==> config.mk <==
export PLATFORM = sky130hd
export DESIGN_NAME = i2c_reg_slave
export DESIGN_NICKNAME = d
export VERILOG_FILES = /design/src/rtl/i2c_slv_pkg.sv /design/src/rtl/i2c_bus_events.sv /design/src/rtl/i2c_scl_timeout.sv /design/src/rtl/i2c_slave_core.sv /design/src/rtl/i2c_reg_slave.sv
export SDC_FILE = /design/constraint.sdc
export NUM_CORES = 1
export LEC_CHECK = 0
export ABC_AREA = 1
export BUFFER_PORTS_ARGS = -buffer_cell sky130_fd_sc_hd__buf_4
export CAP_MARGIN = 20
export CORE_ASPECT_RATIO = 0.7
export CORE_MARGIN = 1
export CORE_UTILIZATION = 52
export DETAILED_ROUTE_END_ITERATION = 8
export HOLD_SLACK_MARGIN = 0.02
export PLACE_DENSITY_LB_ADDON = 0.1
export SYNTH_ARGS = -nofsm -noshare
export SYNTH_HDL_FRONTEND = slang
export SYNTH_SLANG_ARGS = --single-unit
==> constraint.sdc <==
create_clock -name clk -period 1.6 [get_ports clk]
set_input_delay 0.16 -clock clk [delete_from_list [all_inputs] [get_ports clk]]
set_output_delay 0.16 -clock clk [all_outputs]
set_load 0.01 [all_outputs]
==> src/rtl/i2c_slv_pkg.sv <==
// Shared types and constants for the I2C slave register interface.
package i2c_slv_pkg;
    localparam int BYTE_W = 8;
    localparam int WORD_W = 2 * BYTE_W;
    localparam int IDX_W  = 2;
    localparam int ADDR_W = 7;
    localparam int BITCNT_W = 4;

    // High-speed master code prefix: first byte 00001xxx
    localparam logic [4:0] HS_PREFIX = 5'b00001;
    localparam logic [BYTE_W-1:0] GCALL_BYTE = 8'h00;
    localparam logic [BYTE_W-1:0] SBYTE_BYTE = 8'h01;

    // Bit-level engine state
    typedef enum logic [2:0] {
        ST_IDLE,   // ignoring bus until START
        ST_RX,     // shifting in a byte
        ST_ACKW,   // byte received, waiting for SCL low to drive ack
        ST_ACK,    // ninth clock of a received byte
        ST_TX,     // shifting out a byte
        ST_TACK,   // waiting for master ack bit
        ST_TLOAD   // master acked, load next byte on SCL fall
    } slv_state_e;

    // Meaning of the byte currently being moved
    typedef enum logic [2:0] {
        PH_ADDR, PH_INDEX, PH_MSB, PH_LSB, PH_GC2, PH_GCX, PH_RDMSB, PH_RDLSB
    } slv_phase_e;
endpackage

==> src/rtl/i2c_bus_events.sv <==
// Detects SCL edges and START/STOP conditions from synchronised samples.
// Assumes scl_i/sda_i are already synchronised to clk; one cycle of history.
module i2c_bus_events (
    input  logic clk,
    input  logic rst_n,
    input  logic scl_i,
    input  logic sda_i,
    output logic scl_rise,
    output logic scl_fall,
    output logic start_det,
    output logic stop_det
);
    logic scl_q, sda_q;

    // Hold previous line levels; idle bus reads high.
    always_ff @(posedge clk) begin
        if (!rst_n) begin
            scl_q <= 1'b1;
            sda_q <= 1'b1;
        end else begin
            scl_q <= scl_i;
            sda_q <= sda_i;
        end
    end

    assign scl_rise  = scl_i & ~scl_q;
    assign scl_fall  = ~scl_i & scl_q;
    assign start_det = scl_i & scl_q & sda_q & ~sda_i;
    assign stop_det  = scl_i & scl_q & ~sda_q & sda_i;
endmodule

==> src/rtl/i2c_scl_timeout.sv <==
// Counts clocks of SCL low while a transfer is active and flags expiry.
// Assumes LIMIT >= 1; the counter saturates at LIMIT.
module i2c_scl_timeout #(
    parameter int LIMIT = 1_500_000
) (
    input  logic clk,
    input  logic rst_n,
    input  logic active,
    input  logic scl_i,
    output logic expired
);
    localparam int CW = $clog2(LIMIT + 1);
    localparam logic [CW-1:0] LIM = CW'(LIMIT);

    logic [CW-1:0] cnt;

    // Run while engaged with SCL low, clear otherwise.
    always_ff @(posedge clk) begin
        if (!rst_n || !active || scl_i) cnt <= '0;
        else if (cnt != LIM)            cnt <= cnt + 1'b1;
    end

    assign expired = (cnt == LIM);
endmodule

==> src/rtl/i2c_slave_core.sv <==
// Byte engine: address decode, ack generation, pointer, word assembly and
// byte transmission. Assumes one-cycle event pulses from i2c_bus_events and
// a combinational register file answering rd_data_i for reg_idx_o.
module i2c_slave_core
    import i2c_slv_pkg::*;
(
    input  logic              clk,
    input  logic              rst_n,
    input  logic              scl_rise,
    input  logic              scl_fall,
    input  logic              start_det,
    input  logic              stop_det,
    input  logic              timeout,
    input  logic              sda_i,
    input  logic [ADDR_W-1:0] dev_addr,
    input  logic [WORD_W-1:0] rd_data_i,
    output logic              busy,
    output logic              sda_oe,
    output logic [IDX_W-1:0]  reg_idx,
    output logic [WORD_W-1:0] wr_data,
    output logic              wr_en,
    output logic              rd_strobe,
    output logic              hs_mode
);
    slv_state_e            state;
    slv_phase_e            phase, phase_d;
    logic [BITCNT_W-1:0]   bit_cnt;
    logic [BYTE_W-1:0]     shreg, hi_q;
    logic [BYTE_W-1:0]     rx_byte;
    logic [IDX_W-1:0]      idx_q;
    logic [WORD_W-1:0]     wdata_q;
    logic                  ack_q, ack_d, oe_q, wr_q, stb_q, hs_q;
    logic                  idx_ld, hi_ld, word_done, hs_set;

    assign rx_byte = {shreg[BYTE_W-2:0], sda_i};

    // Decide ack and next phase for a completed received byte.
    always_comb begin
        ack_d = 1'b0; phase_d = phase;
        idx_ld = 1'b0; hi_ld = 1'b0; word_done = 1'b0; hs_set = 1'b0;
        case (phase)
            PH_ADDR: begin
                if (rx_byte[7:3] == HS_PREFIX) hs_set = 1'b1;
                else if (rx_byte == GCALL_BYTE) begin ack_d = 1'b1; phase_d = PH_GC2; end
                else if (rx_byte == SBYTE_BYTE) begin ack_d = 1'b1; phase_d = PH_RDMSB; end
                else if (rx_byte[7:1] == dev_addr) begin
                    ack_d = 1'b1;
                    phase_d = rx_byte[0] ? PH_RDMSB : PH_INDEX;
                end
            end
            PH_INDEX: begin ack_d = 1'b1; phase_d = PH_MSB; idx_ld = 1'b1; end
            PH_MSB:   begin ack_d = 1'b1; phase_d = PH_LSB; hi_ld = 1'b1; end
            PH_LSB:   begin ack_d = 1'b1; phase_d = PH_MSB; word_done = 1'b1; end
            PH_GC2:   begin ack_d = 1'b1; phase_d = PH_GCX; end
            default:  ack_d = 1'b0;
        endcase
    end

    // Bus engine: bus conditions first, then per-state bit handling.
    always_ff @(posedge clk) begin
        if (!rst_n) begin
            state <= ST_IDLE; phase <= PH_ADDR; bit_cnt <= '0; shreg <= '0;
            hi_q <= '0; idx_q <= '0; wdata_q <= '0; ack_q <= 1'b0;
            oe_q <= 1'b0; wr_q <= 1'b0; stb_q <= 1'b0; hs_q <= 1'b0;
        end else begin
            wr_q  <= 1'b0;
            stb_q <= 1'b0;
            if (start_det) begin
                state <= ST_RX; phase <= PH_ADDR; bit_cnt <= '0; oe_q <= 1'b0;
            end else if (stop_det) begin
                state <= ST_IDLE; oe_q <= 1'b0; hs_q <= 1'b0;
            end else if (timeout) begin
                state <= ST_IDLE; oe_q <= 1'b0;
            end else begin
                case (state)
                    ST_RX: if (scl_rise) begin
                        shreg   <= rx_byte;
                        bit_cnt <= bit_cnt + 1'b1;
                        if (bit_cnt == BITCNT_W'(BYTE_W - 1)) begin
                            state <= ST_ACKW;
                            ack_q <= ack_d;
                            phase <= phase_d;
                            if (hs_set) hs_q <= 1'b1;
                            if (idx_ld) idx_q <= rx_byte[IDX_W-1:0];
                            if (hi_ld)  hi_q <= rx_byte;
                            if (word_done) begin
                                wdata_q <= {hi_q, rx_byte};
                                wr_q    <= (idx_q != '0);
                            end
                        end
                    end
                    ST_ACKW: if (scl_fall) begin
                        oe_q  <= ack_q;
                        state <= ack_q ? ST_ACK : ST_IDLE;
                    end
                    ST_ACK: if (scl_fall) begin
                        bit_cnt <= '0;
                        if (phase == PH_RDMSB) begin
                            shreg <= {rd_data_i[WORD_W-2:BYTE_W], 1'b0};
                            oe_q  <= ~rd_data_i[WORD_W-1];
                            state <= ST_TX;
                        end else begin
                            oe_q  <= 1'b0;
                            state <= ST_RX;
                        end
                    end
                    ST_TX: begin
                        if (scl_rise) bit_cnt <= bit_cnt + 1'b1;
                        else if (scl_fall) begin
                            if (bit_cnt == BITCNT_W'(BYTE_W)) begin
                                oe_q  <= 1'b0;
                                stb_q <= 1'b1;
                                state <= ST_TACK;
                            end else begin
                                oe_q  <= ~shreg[BYTE_W-1];
                                shreg <= {shreg[BYTE_W-2:0], 1'b0};
                            end
                        end
                    end
                    ST_TACK: if (scl_rise) begin
                        if (!sda_i && phase == PH_RDMSB) begin
                            phase <= PH_RDLSB;
                            state <= ST_TLOAD;
                        end else begin
                            state <= ST_IDLE;
                        end
                    end
                    ST_TLOAD: if (scl_fall) begin
                        shreg   <= {rd_data_i[BYTE_W-2:0], 1'b0};
                        oe_q    <= ~rd_data_i[BYTE_W-1];
                        bit_cnt <= '0;
                        state   <= ST_TX;
                    end
                    default: state <= ST_IDLE;
                endcase
            end
        end
    end

    assign busy      = (state != ST_IDLE);
    assign sda_oe    = oe_q;
    assign reg_idx   = idx_q;
    assign wr_data   = wdata_q;
    assign wr_en     = wr_q;
    assign rd_strobe = stb_q;
    assign hs_mode   = hs_q;
endmodule

==> src/rtl/i2c_reg_slave.sv <==
// Top: I2C slave front end for a four-register sensor.
// Assumes synchronised SCL/SDA inputs and an external open-drain SDA pad.
module i2c_reg_slave #(
    parameter logic [6:0] ADDR_BASE   = 7'h44,
    parameter int         TIMEOUT_CYC = 1_500_000
) (
    input  logic        clk,
    input  logic        rst_n,
    input  logic        scl_i,
    input  logic        sda_i,
    input  logic [2:0]  addr_sel_i,
    input  logic [15:0] rd_data_i,
    output logic        sda_oe_o,
    output logic [1:0]  reg_idx_o,
    output logic [15:0] wr_data_o,
    output logic        wr_en_o,
    output logic        rd_strobe_o,
    output logic        hs_mode_o
);
    logic scl_rise, scl_fall, start_det, stop_det, busy, expired;
    logic [6:0] dev_addr;

    assign dev_addr = ADDR_BASE + 7'(addr_sel_i);

    i2c_bus_events u_evt (
        .clk(clk), .rst_n(rst_n), .scl_i(scl_i), .sda_i(sda_i),
        .scl_rise(scl_rise), .scl_fall(scl_fall),
        .start_det(start_det), .stop_det(stop_det)
    );

    i2c_scl_timeout #(.LIMIT(TIMEOUT_CYC)) u_to (
        .clk(clk), .rst_n(rst_n), .active(busy), .scl_i(scl_i), .expired(expired)
    );

    i2c_slave_core u_core (
        .clk(clk), .rst_n(rst_n), .scl_rise(scl_rise), .scl_fall(scl_fall),
        .start_det(start_det), .stop_det(stop_det), .timeout(expired),
        .sda_i(sda_i), .dev_addr(dev_addr), .rd_data_i(rd_data_i),
        .busy(busy), .sda_oe(sda_oe_o), .reg_idx(reg_idx_o),
        .wr_data(wr_data_o), .wr_en(wr_en_o), .rd_strobe(rd_strobe_o),
        .hs_mode(hs_mode_o)
    );
endmodule

**Word-level counts from Yosys, hierarchy flattened**

Cells that the tools add are included.
Widths: inputs -> output; s select.

- Memories kept: 0
- Output and inout port bits: 22
- Input bits: 23
- Logic and storage cells: 188
- Bits in latches: 0
- Bits in registers: 72
- Memory bits (writable): 0
- Memory bits (read-only): 0

- Divide/modulo/power cells: 0
- Bitwise gates (word level): 24
- Order comparisons: 0
- Multiplexer cells: 63
- Shift operators: 0
- Add/subtract/negate cells: 3
- Eq/ne operators: 45
- Multipliers: 0
- Reductions and logical operators: 37

Operators by type and width:

| kind | count |
|---|---|
| $mux 3 | 20 |
| $mux 8 | 7 |
| $ne 5x5->1 const B | 8 |
| $pmux 8 s4 | 1 |
| $mux 1 | 26 |
| $add 21x1->21 const B | 1 |
| $eq 21x21->1 const B | 1 |
| $ne 21x21->1 const B | 1 |
| $reduce_and 7->1 | 3 |
| $ne 2x2->1 const B | 9 |
| $pmux 3 s6 | 1 |
| $reduce_and 6->1 | 3 |
| $reduce_and 9->1 | 2 |
| $not 1->1 | 17 |
| $eq 3x3->1 const B | 5 |
| $reduce_bool 2->1 | 7 |
| $eq 3x2->1 const B | 4 |
| $ne 2x1->1 const B | 6 |
| $pmux 3 s4 | 1 |
| $reduce_and 11->1 | 1 |
| $ne 5x4->1 const B | 2 |
| $reduce_and 10->1 | 1 |
| $eq 8x1->1 const B | 1 |
| $logic_not 8->1 | 1 |
| 27 further kinds | 43 |

**Depth between registers and ports, before layout**

Gate-level depths: netlist (run 1).

- Depth in word-level cells: 10
- Gate-level depth with buffers: 13
- Gate-level depth less buffers: 13

**Cells and area by module**

From an unflattened synthesis (run 1), not the netlist that was laid out.

- Cells, all modules: 606
- Area total of the unflattened synthesis: 3970.1 sq um

By module, submodules not included:

| module | sequential area each (sq um) | instances | cells an instance | area each (sq um) |
|---|---|---|---|---|
| i2c_slave_core | 980.9 | 1 | 410 | 2701.3 |
| i2c_scl_timeout | 420.4 | 1 | 178 | 1168.6 |
| i2c_bus_events | 40.0 | 1 | 15 | 88.8 |
| i2c_reg_slave | 0.0 | 1 | 3 | 11.3 |

**Worst setup path after synthesis (run 1)**

OpenSTA, ideal clock, no wires.

- Kind: register -> register
- From: reg u_to.cnt[0]
- To: reg u_core.hi_q[0]
- Required time: 1.530 ns
- Arrival: 1.549 ns
- Setup time: 0.070 ns
- Path buffers: 1
- Clock period less this slack: 1.619 ns
- Setup slack: -0.019 ns
- Cell stages (with the launch flop): 13
- Cell sequence: dfxtp_1 inv_1 ha_1 inv_1 nor2_1 nand4_1 nor2_1 nand2_2 nand2_1 nor2_4 buf_6 nand3_1 a21oi_1

- Word-level cells in the longest chain between the ends: 3

RTL lines:

| what | RTL line | text |
|---|---|---|
| from (decl) | i2c_scl_timeout.sv:15 | `logic [CW-1:0] cnt;` |
| from (signal assigned) | i2c_scl_timeout.sv:20 | `else if (cnt != LIM) cnt <= cnt + 1'b1;` |
| $eq 21x21->1 | i2c_scl_timeout.sv:23 | `assign expired = (cnt == LIM);` |
| $not 1->1 (no line) | n/a |  |
| $reduce_and 7->1 (no line) | n/a |  |
| to (signal assigned) | i2c_slave_core.sv:85 | `if (hi_ld) hi_q <= rx_byte;` |
| to (decl) | i2c_slave_core.sv:28 | `logic [BYTE_W-1:0] shreg, hi_q;` |

No other way between the ends.
A chain may end at the register's enable or synchronous reset.

**Final worst setup path (run 1)**

- From: reg u_core.phase[2]
- To: reg u_core.shreg[0]

- Word-level cells in the longest chain between the ends: 3

RTL lines:

| what | RTL line | text |
|---|---|---|
| from (decl) | i2c_slave_core.sv:26 | `slv_phase_e phase, phase_d;` |
| from (signal assigned) | i2c_slave_core.sv:82 | `phase <= phase_d;` |
| $eq 3x3->1 | i2c_slave_core.sv:98 | `if (phase == PH_RDMSB) begin` |
| $ne 2x1->1 (no line) | n/a |  |
| $reduce_and 11->1 (no line) | n/a |  |
| to (signal assigned) | i2c_slave_core.sv:99 | `shreg <= {rd_data_i[WORD_W-2:BYTE_W], 1'b0};` |
| to (signal assigned) | i2c_slave_core.sv:116 | `shreg <= {shreg[BYTE_W-2:0], 1'b0};` |
| to (signal assigned) | i2c_slave_core.sv:129 | `shreg <= {rd_data_i[BYTE_W-2:0], 1'b0};` |
| to (decl) | i2c_slave_core.sv:28 |  |

No other way between the ends.

==> results of run 1 <==
-- how the worst max path moves through the flow --
stage	start	endpoint
global route	u_core.bit_cnt[0]	u_core.shreg[5]
CTS	u_to.cnt[1]	u_core.hi_q[1]
floorplan	u_core.bit_cnt[0]	u_core.phase[0]
finish	u_core.phase[2]	u_core.shreg[0]
global placement	u_to.cnt[0]	u_core.ack_q
detailed placement	u_to.cnt[0]	u_core.ack_q
-- cells in the mapped netlist (3+ instances only) --
cell	number	share of area [%]
a21oi_1	55	7.4
nand2_1	127	13
nand4_1	10	1.7
buf_6	3	0.91
dfxtp_1	72	39
nand2_2	5	0.85
nor3_1	17	2.3
nor2_2	4	0.68
nor2_1	72	7.3
nand3_1	55	7.4
inv_1	60	6.1
a211oi_1	3	0.61
xor2_1	3	0.71
o21ai_0	29	3.9
inv_2	3	0.30
clkbuf_1	4	0.41
o211ai_1	6	1.2
ha_1	4	1.4
-- routing by layer --
metal / global-route usage, % / share of wire, % / vias up
li1: - / - / 2098
met2: 45.70 / 43 / 252
met5: 0 / 0 / -
met3: 8.382 / 9.9 / 30
met1: 46.03 / 44 / 2015
met4: 10.95 / 2.4 / 0
-- flip-flops by register name, summed over array words and instances, names as in the netlist --
register / cells
u_to.cnt: 21
u_core.wr_data: 16
u_core.hi_q: 8
u_core.shreg: 8
u_core.bit_cnt: 4
u_core.phase: 3
u_core.state: 3
u_core.reg_idx: 2
u_core.ack_q: 1
u_core.hs_mode: 1
u_core.rd_strobe: 1
u_core.sda_oe: 1
u_core.wr_en: 1
u_evt.scl_q: 1
u_evt.sda_q: 1
-- placed cells by master (no fill, tap or decap), types with 7 or more instances in the layout --
cell type  Yosys  final
buf_4          0    119
a21oi_2        1     13
a21oi_1       55     42
inv_1         60     57
nand3_1       55     47
o21ai_1        1     10
nor2_2         4      8
dfxtp_2        0      8
nand4_1       10     10
nor2_1        72     63
nand3_2        1      8
nor3_1        17     10
nor3_2         2      7
dfxtp_1       72     62
o21ai_0       29     16
clkbuf_8       0      9
nor2_4         2      9
nand2_2        5     26
nand2_1      127    100
-- metrics by stage --
stage          setup TNS (ns)  setup WS, ns  utilization [%]
6_report               -3.000       -0.1476            79.80
5_1_grt                -6.577       -0.1940            79.80
4_1_cts               -0.1590      -0.04476            74.86
3_5_place_dp           -6.180       -0.2230            68.15
3_3_place_gp           -3.543       -0.1402            68.15
2_1_floorplan        -0.03841      -0.01280                -
-- area by class of cell --
class | count | area, um2
Sequential cell | 72 | 1459
Fill cell | 476 | 1378
Timing Repair Buffer | 129 | 1046
Multi-Input combinational cell | 411 | 2389
Tap cell | 94 | 117.6
Clock buffer | 9 | 123.9
Inverter | 64 | 245.2
Clock inverter | 7 | 61.31
-- power breakdown --
part	total [uW]	internal, uW	switching (uW)	leakage, uW
combinational	2700	985	1710	0.00151
sequential	2190	1980	210	0.000587
clock	1410	595	813	0.0000892
-- worst max-delay path, cell delays in order (launching register included) --
cell and delay (ns):
dfxtp_1 0.48, nand3_1 0.22, nand2_1 0.14, nand3_1 0.11
nor2_2 0.25, nand3_4 0.17, o21ai_1 0.21, nor2_1 0.05
-- logic make-up (layout without fill, tap and decap cells) --
family | Yosys count | in the layout | share of synthesized area, %
AO/OA/AOI/OAI | 99 | 99 | 14.39
AND/OR/NAND/NOR | 300 | 304 | 36.12
adder cells (fa/ha/maj) | 4 | 4 | 1.354
flip-flops | 72 | 72 | 39.00
XOR/XNOR | 4 | 4 | 0.9480
buffers and inverters | 74 | 209 | 8.192
-- timing repair --
| action | CTS | global route |
|---|---|---|
| setup endpoints to repair | 51 | 60 |
| resized for setup | 59 | 75 |
| cloned | 2 | 3 |
| buffers inserted | 6 | 6 |
| pin swaps | 20 | 28 |
==> results.json, run 1 <==
{
  "syn-cell-area_um2": 3696,
  "grt_overflow_total": 0,
  "dp.cells": 755,
  "finalNetCount": 714,
  "path_class": "reg -> reg",
  "routed_wl_mm": 11.99,
  "vdd_drop_max_mv": 0.6770,
  "fmax_mhz": 572.2,
  "port_buffers": 44,
  "grt_pass1_wl_mm": 18.21,
  "die_w_um": 102.8,
  "antenna_found_initial": 0,
  "tightest_slew_ns": 0.6322,
  "crit_fanout": 6,
  "start_kind": "flop",
  "hold_buffers": 0,
  "r2r_end": "u_core.shreg[0]",
  "routabilityCongestion": 0.9571,
  "final.min_clock_period_ns": 1.748,
  "fin_worst_skew_ns": 0.01253,
  "dp_hpwl_mm": 7.590,
  "cellLeakagePower_uw": 0.002190,
  "fp-row-count": 25,
  "syn_avg_cell_area_um2": 6.684,
  "cts_max_path_buffers": 2,
  "dieArea_um2": 7454,
  "cts_tree": "done",
  "start_util_pct": 54.20,
  "grt_pass1_vias": 3829,
  "cts_root_buf": "clkbuf_8",
  "synth-async-reset-ratio_pct": 0,
  "r2r_cells": 7,
  "clkTransAtPathRegs_ns": 0.09,
  "status": "finished, violations left",
  "antenna_cells": 0,
  "numCtsBuffers": 9,
  "first_pass_iters": 5,
  "fin_crit_sh_pct": 109.2,
  "timing.slew.headroom_pct": 57.70,
  "finalNonFillerCells": 786,
  "violations": "setup timing",
  "fin_ws_ns": -0.1476,
  "drc": 0,
  "min_from": "rst_n",
  "vias": 4395,
  "setup_violations": 45,
  "drv_cap": 0,
  "r2r_setup_slack_ns": -0.15,
  "grt_usage_pct": 31.88,
  "htree_levels": 3,
  "io_pins": 45,
  "crit_required_ns": 1.85,
  "synth-seq-area-share_pct": 39.00,
  "yosysWarnings": 0,
  "ys_seq_elements": 72,
  "grt_max_degree": 29,
  "timing.rr.start": "u_core.phase[2]",
  "min_to": "u_evt.sda_q",
  "clk_latency_ns": 0.36,
  "whs_ns": 0.06019,
  "area_delta_synth_final_pct": 47.22,
  "cp-end-kind": "flop",
  "post_drt_wl_per_cell_um": 15.26,
  "layout-drive-gt1-share_pct": 37.28,
  "hold_depth": 2,
  "syn_nets": 580,
  "synth.distinct_cells": 35,
  "ys.flop_type": "dfxtp_1",
  "synthCells": 553,
  "design_area_um2": 5441,
  "viasPerCell": 5.592,
  "numClockSinks": 72,
  "hp-class": "in -> reg",
  "p_total_uw": 6296,
  "arrival_ns": 2.00,
  "antenna_left": 0,
  "die_h_um": 72.54,
  "rsz0062_at_grt": "true",
  "core-area_um2": 6819,
  "synth_edf_count": 0,
  "pwr_density_cell_nw_per_um2": 1157,
  "postPlaceCellArea_um2": 4647,
  "finalMaxSlewViolations": 0,
  "hold_viol_final": 0,
  "dr.first_iter.drc_count": 443
}
Power figures use the tool's default switching activity.
==> run 2: changes to the inputs <==
--- a/config.mk
+++ b/config.mk
@@ -8,7 +8,6 @@
 export ABC_AREA = 1
 export BUFFER_PORTS_ARGS = -buffer_cell sky130_fd_sc_hd__buf_4
 export CAP_MARGIN = 20
-export CORE_ASPECT_RATIO = 0.7
 export CORE_MARGIN = 1
 export CORE_UTILIZATION = 52
 export DETAILED_ROUTE_END_ITERATION = 8
==> results.json, run 2 (synthesis results as in run 1) <==
{
  "status": "finished, violations left",
  "violations": "setup timing",
  "busiest_layer": "met2",
  "crit_family": "compound AO/OA/AOI/OAI gates",
  "htree_levels": 3,
  "routed_wl_mm": 11.44,
  "met2_usage_pct": 48.85,
  "crit_fanout": 4,
  "arrival_ns": 2.04,
  "combPwrFrac_pct": 43.1,
  "critical_path_buf_inv_count": 3,
  "grt_pass1_wl_mm": 16.64,
  "grt_max_degree": 29,
  "vdd_drop_max_mv": 0.7939,
  "finalNonFillerCells": 790,
  "mostFrequentLayoutCells": "buf_4 (122), nand2_1 (106), dfxtp_1 (65), nor2_1 (57), inv_1 (53)",
  "p_int_uw": 3594,
  "fin_crit_sh_pct": 112.9,
  "core-area_um2": 6832,
  "drv_cap": 0,
  "start_util_pct": 54.10,
  "viasPerCell": 5.475,
  "swShare_pct": 42.39,
  "timing.slew.headroom_pct": 77.58,
  "path_cells": "inv_2 -> ha_4 -> inv_2 -> nor2_2 -> nand4_1 -> nor2_2 -> buf_6 -> a21oi_4 -> nand3_4 -> o21ai_0 -> nor2_1",
  "postPlaceCellArea_um2": 4677,
  "hold_buffers": 0,
  "crit_path_top_delay_cell": "dfxtp_2",
  "fin_worst_skew_ns": 0.01212,
  "grt_pass1_vias": 3770,
  "use_met1_pct": 35.19,
  "cts_tree": "done",
  "numCtsBuffers": 9,
  "cpPeakStageDelay_ns": 0.35,
  "first_pass_iters": 5,
  "clk_latency_ns": 0.36,
  "largest_reg_flops": 21,
  "design_area_um2": 5395,
  "dp.cells": 759,
  "cp-end-kind": "flop",
  "layout-drive-gt1-share_pct": 37.03,
  "die_h_um": 86.31,
  "crit_required_ns": 1.83,
  "grt_use_met3_pct": 4.762,
  "numClockSinks": 72,
  "finalMaxSlewViolations": 0,
  "tightest_slew_ns": 0.3338,
  "post_drt_wl_per_cell_um": 14.48,
  "rsz0062_at_grt": "true",
  "dr.first_iter.drc_count": 272,
  "hp-class": "in -> reg",
  "cellLeakagePower_uw": 0.002210,
  "clkTransAtPathRegs_ns": 0.09,
  "switchingPower_uw": 2645,
  "final_common_cell": "buf_4",
  "path_class": "reg -> reg",
  "cts_max_path_buffers": 2,
  "start_kind": "flop",
  "place_ws_ns": -0.2062,
  "grt_overflow_total": 0,
  "fmax_mhz": 553.7,
  "hold_viol_final": 0,
  "routabilityCongestion": 0.9216,
  "dieArea_um2": 7449,
  "setup_violations": 41,
  "fin_ws_ns": -0.2059,
  "port_buffers": 44,
  "area_delta_synth_final_pct": 45.97,
  "final.min_clock_period_ns": 1.806,
  "fp-row-count": 30,
  "cts_root_buf": "clkbuf_8",
  "antenna_left": 0,
  "io_pins": 45,
  "antenna_found_initial": 0,
  "vias": 4325,
  "drc": 0,
  "pwr_density_cell_nw_per_um2": 1156,
  "clkPwrFrac_pct": 22.0,
  "grt_usage_pct": 28.13,
  "dp_hpwl_mm": 7.503,
  "seqPwrFrac_pct": 34.9,
  "antenna_cells": 0,
  "finalNetCount": 716,
  "regMostFlops": "u_to.cnt",
  "die_w_um": 86.31
}
==> run 2: metal layers <==
metal	wire length, um	up-vias	part of all wire [%]
li1	-	2110	-
met1	4650	2000	41
met2	5717	191	50
met3	819	24	7.2
met4	249	0	2.2
met5	0	-	0
==> run 2: worst min-delay path: cells and delay by family <==
family / cells / cell delay, ns
buf+inv: 2 / 0.14
simple gates: 1 / 0.07
==> run 2: final cells by class <==
| class | count | area [um2] |
|---|---|---|
| clock buffer | 9 | 123.9 |
| clock inverter | 7 | 60.06 |
| fill | 506 | 1436 |
| inverter | 64 | 249.0 |
| multi-input combinational | 410 | 2352 |
| sequential | 72 | 1450 |
| tap | 96 | 120.1 |
| timing repair buffer | 132 | 1040 |
==> run 2: repair_timing <==
| item | 4_1_cts | 5_1_grt |
|---|---|---|
| gates resized for setup | 31 | 94 |
| cloned | 1 | 3 |
| pin swaps | 9 | 31 |
| setup endpoints to repair | 49 | 54 |
| setup buffers | 2 | 11 |
==> run 2: worst paths after layout <==
kind	startpoint	to	slack [ns]	cells after the start
worst min-delay path	scl_i	u_evt.scl_q	0.06	3
worst max register to register	u_to.cnt[1]	u_core.shreg[3]	-0.21	11
worst min register to register	u_to.cnt[15]	u_to.cnt[15]	0.44	2
worst max-delay path	u_to.cnt[1]	u_core.shreg[3]	-0.21	11
==> run 2: power by group through the flow <==
stage	Combinational, uW	Sequential [uW]	Clock (uW)
after floorplan	1360	2160	0
after global placement	2060	2170	0
after detailed placement	2090	2180	0
after CTS	2240	2140	1380
after global routing	2940	2190	1460
final	2690	2180	1370
==> run 2: per-stage QoR <==
stage | utilization, % | setup TNS (ns) | power [uW] | hold WS, ns
2_1_floorplan | - | -0.03841 | 3524 | 0.2490
3_3_place_gp | 68.46 | -2.924 | 4227 | 0.4003
3_5_place_dp | 68.46 | -4.864 | 4265 | 0.4203
4_1_cts | 73.10 | -0.3863 | 5756 | 0.05979
5_1_grt | 78.97 | -7.290 | 6590 | 0.08845
6_report | 78.97 | -2.861 | 6239 | 0.06390
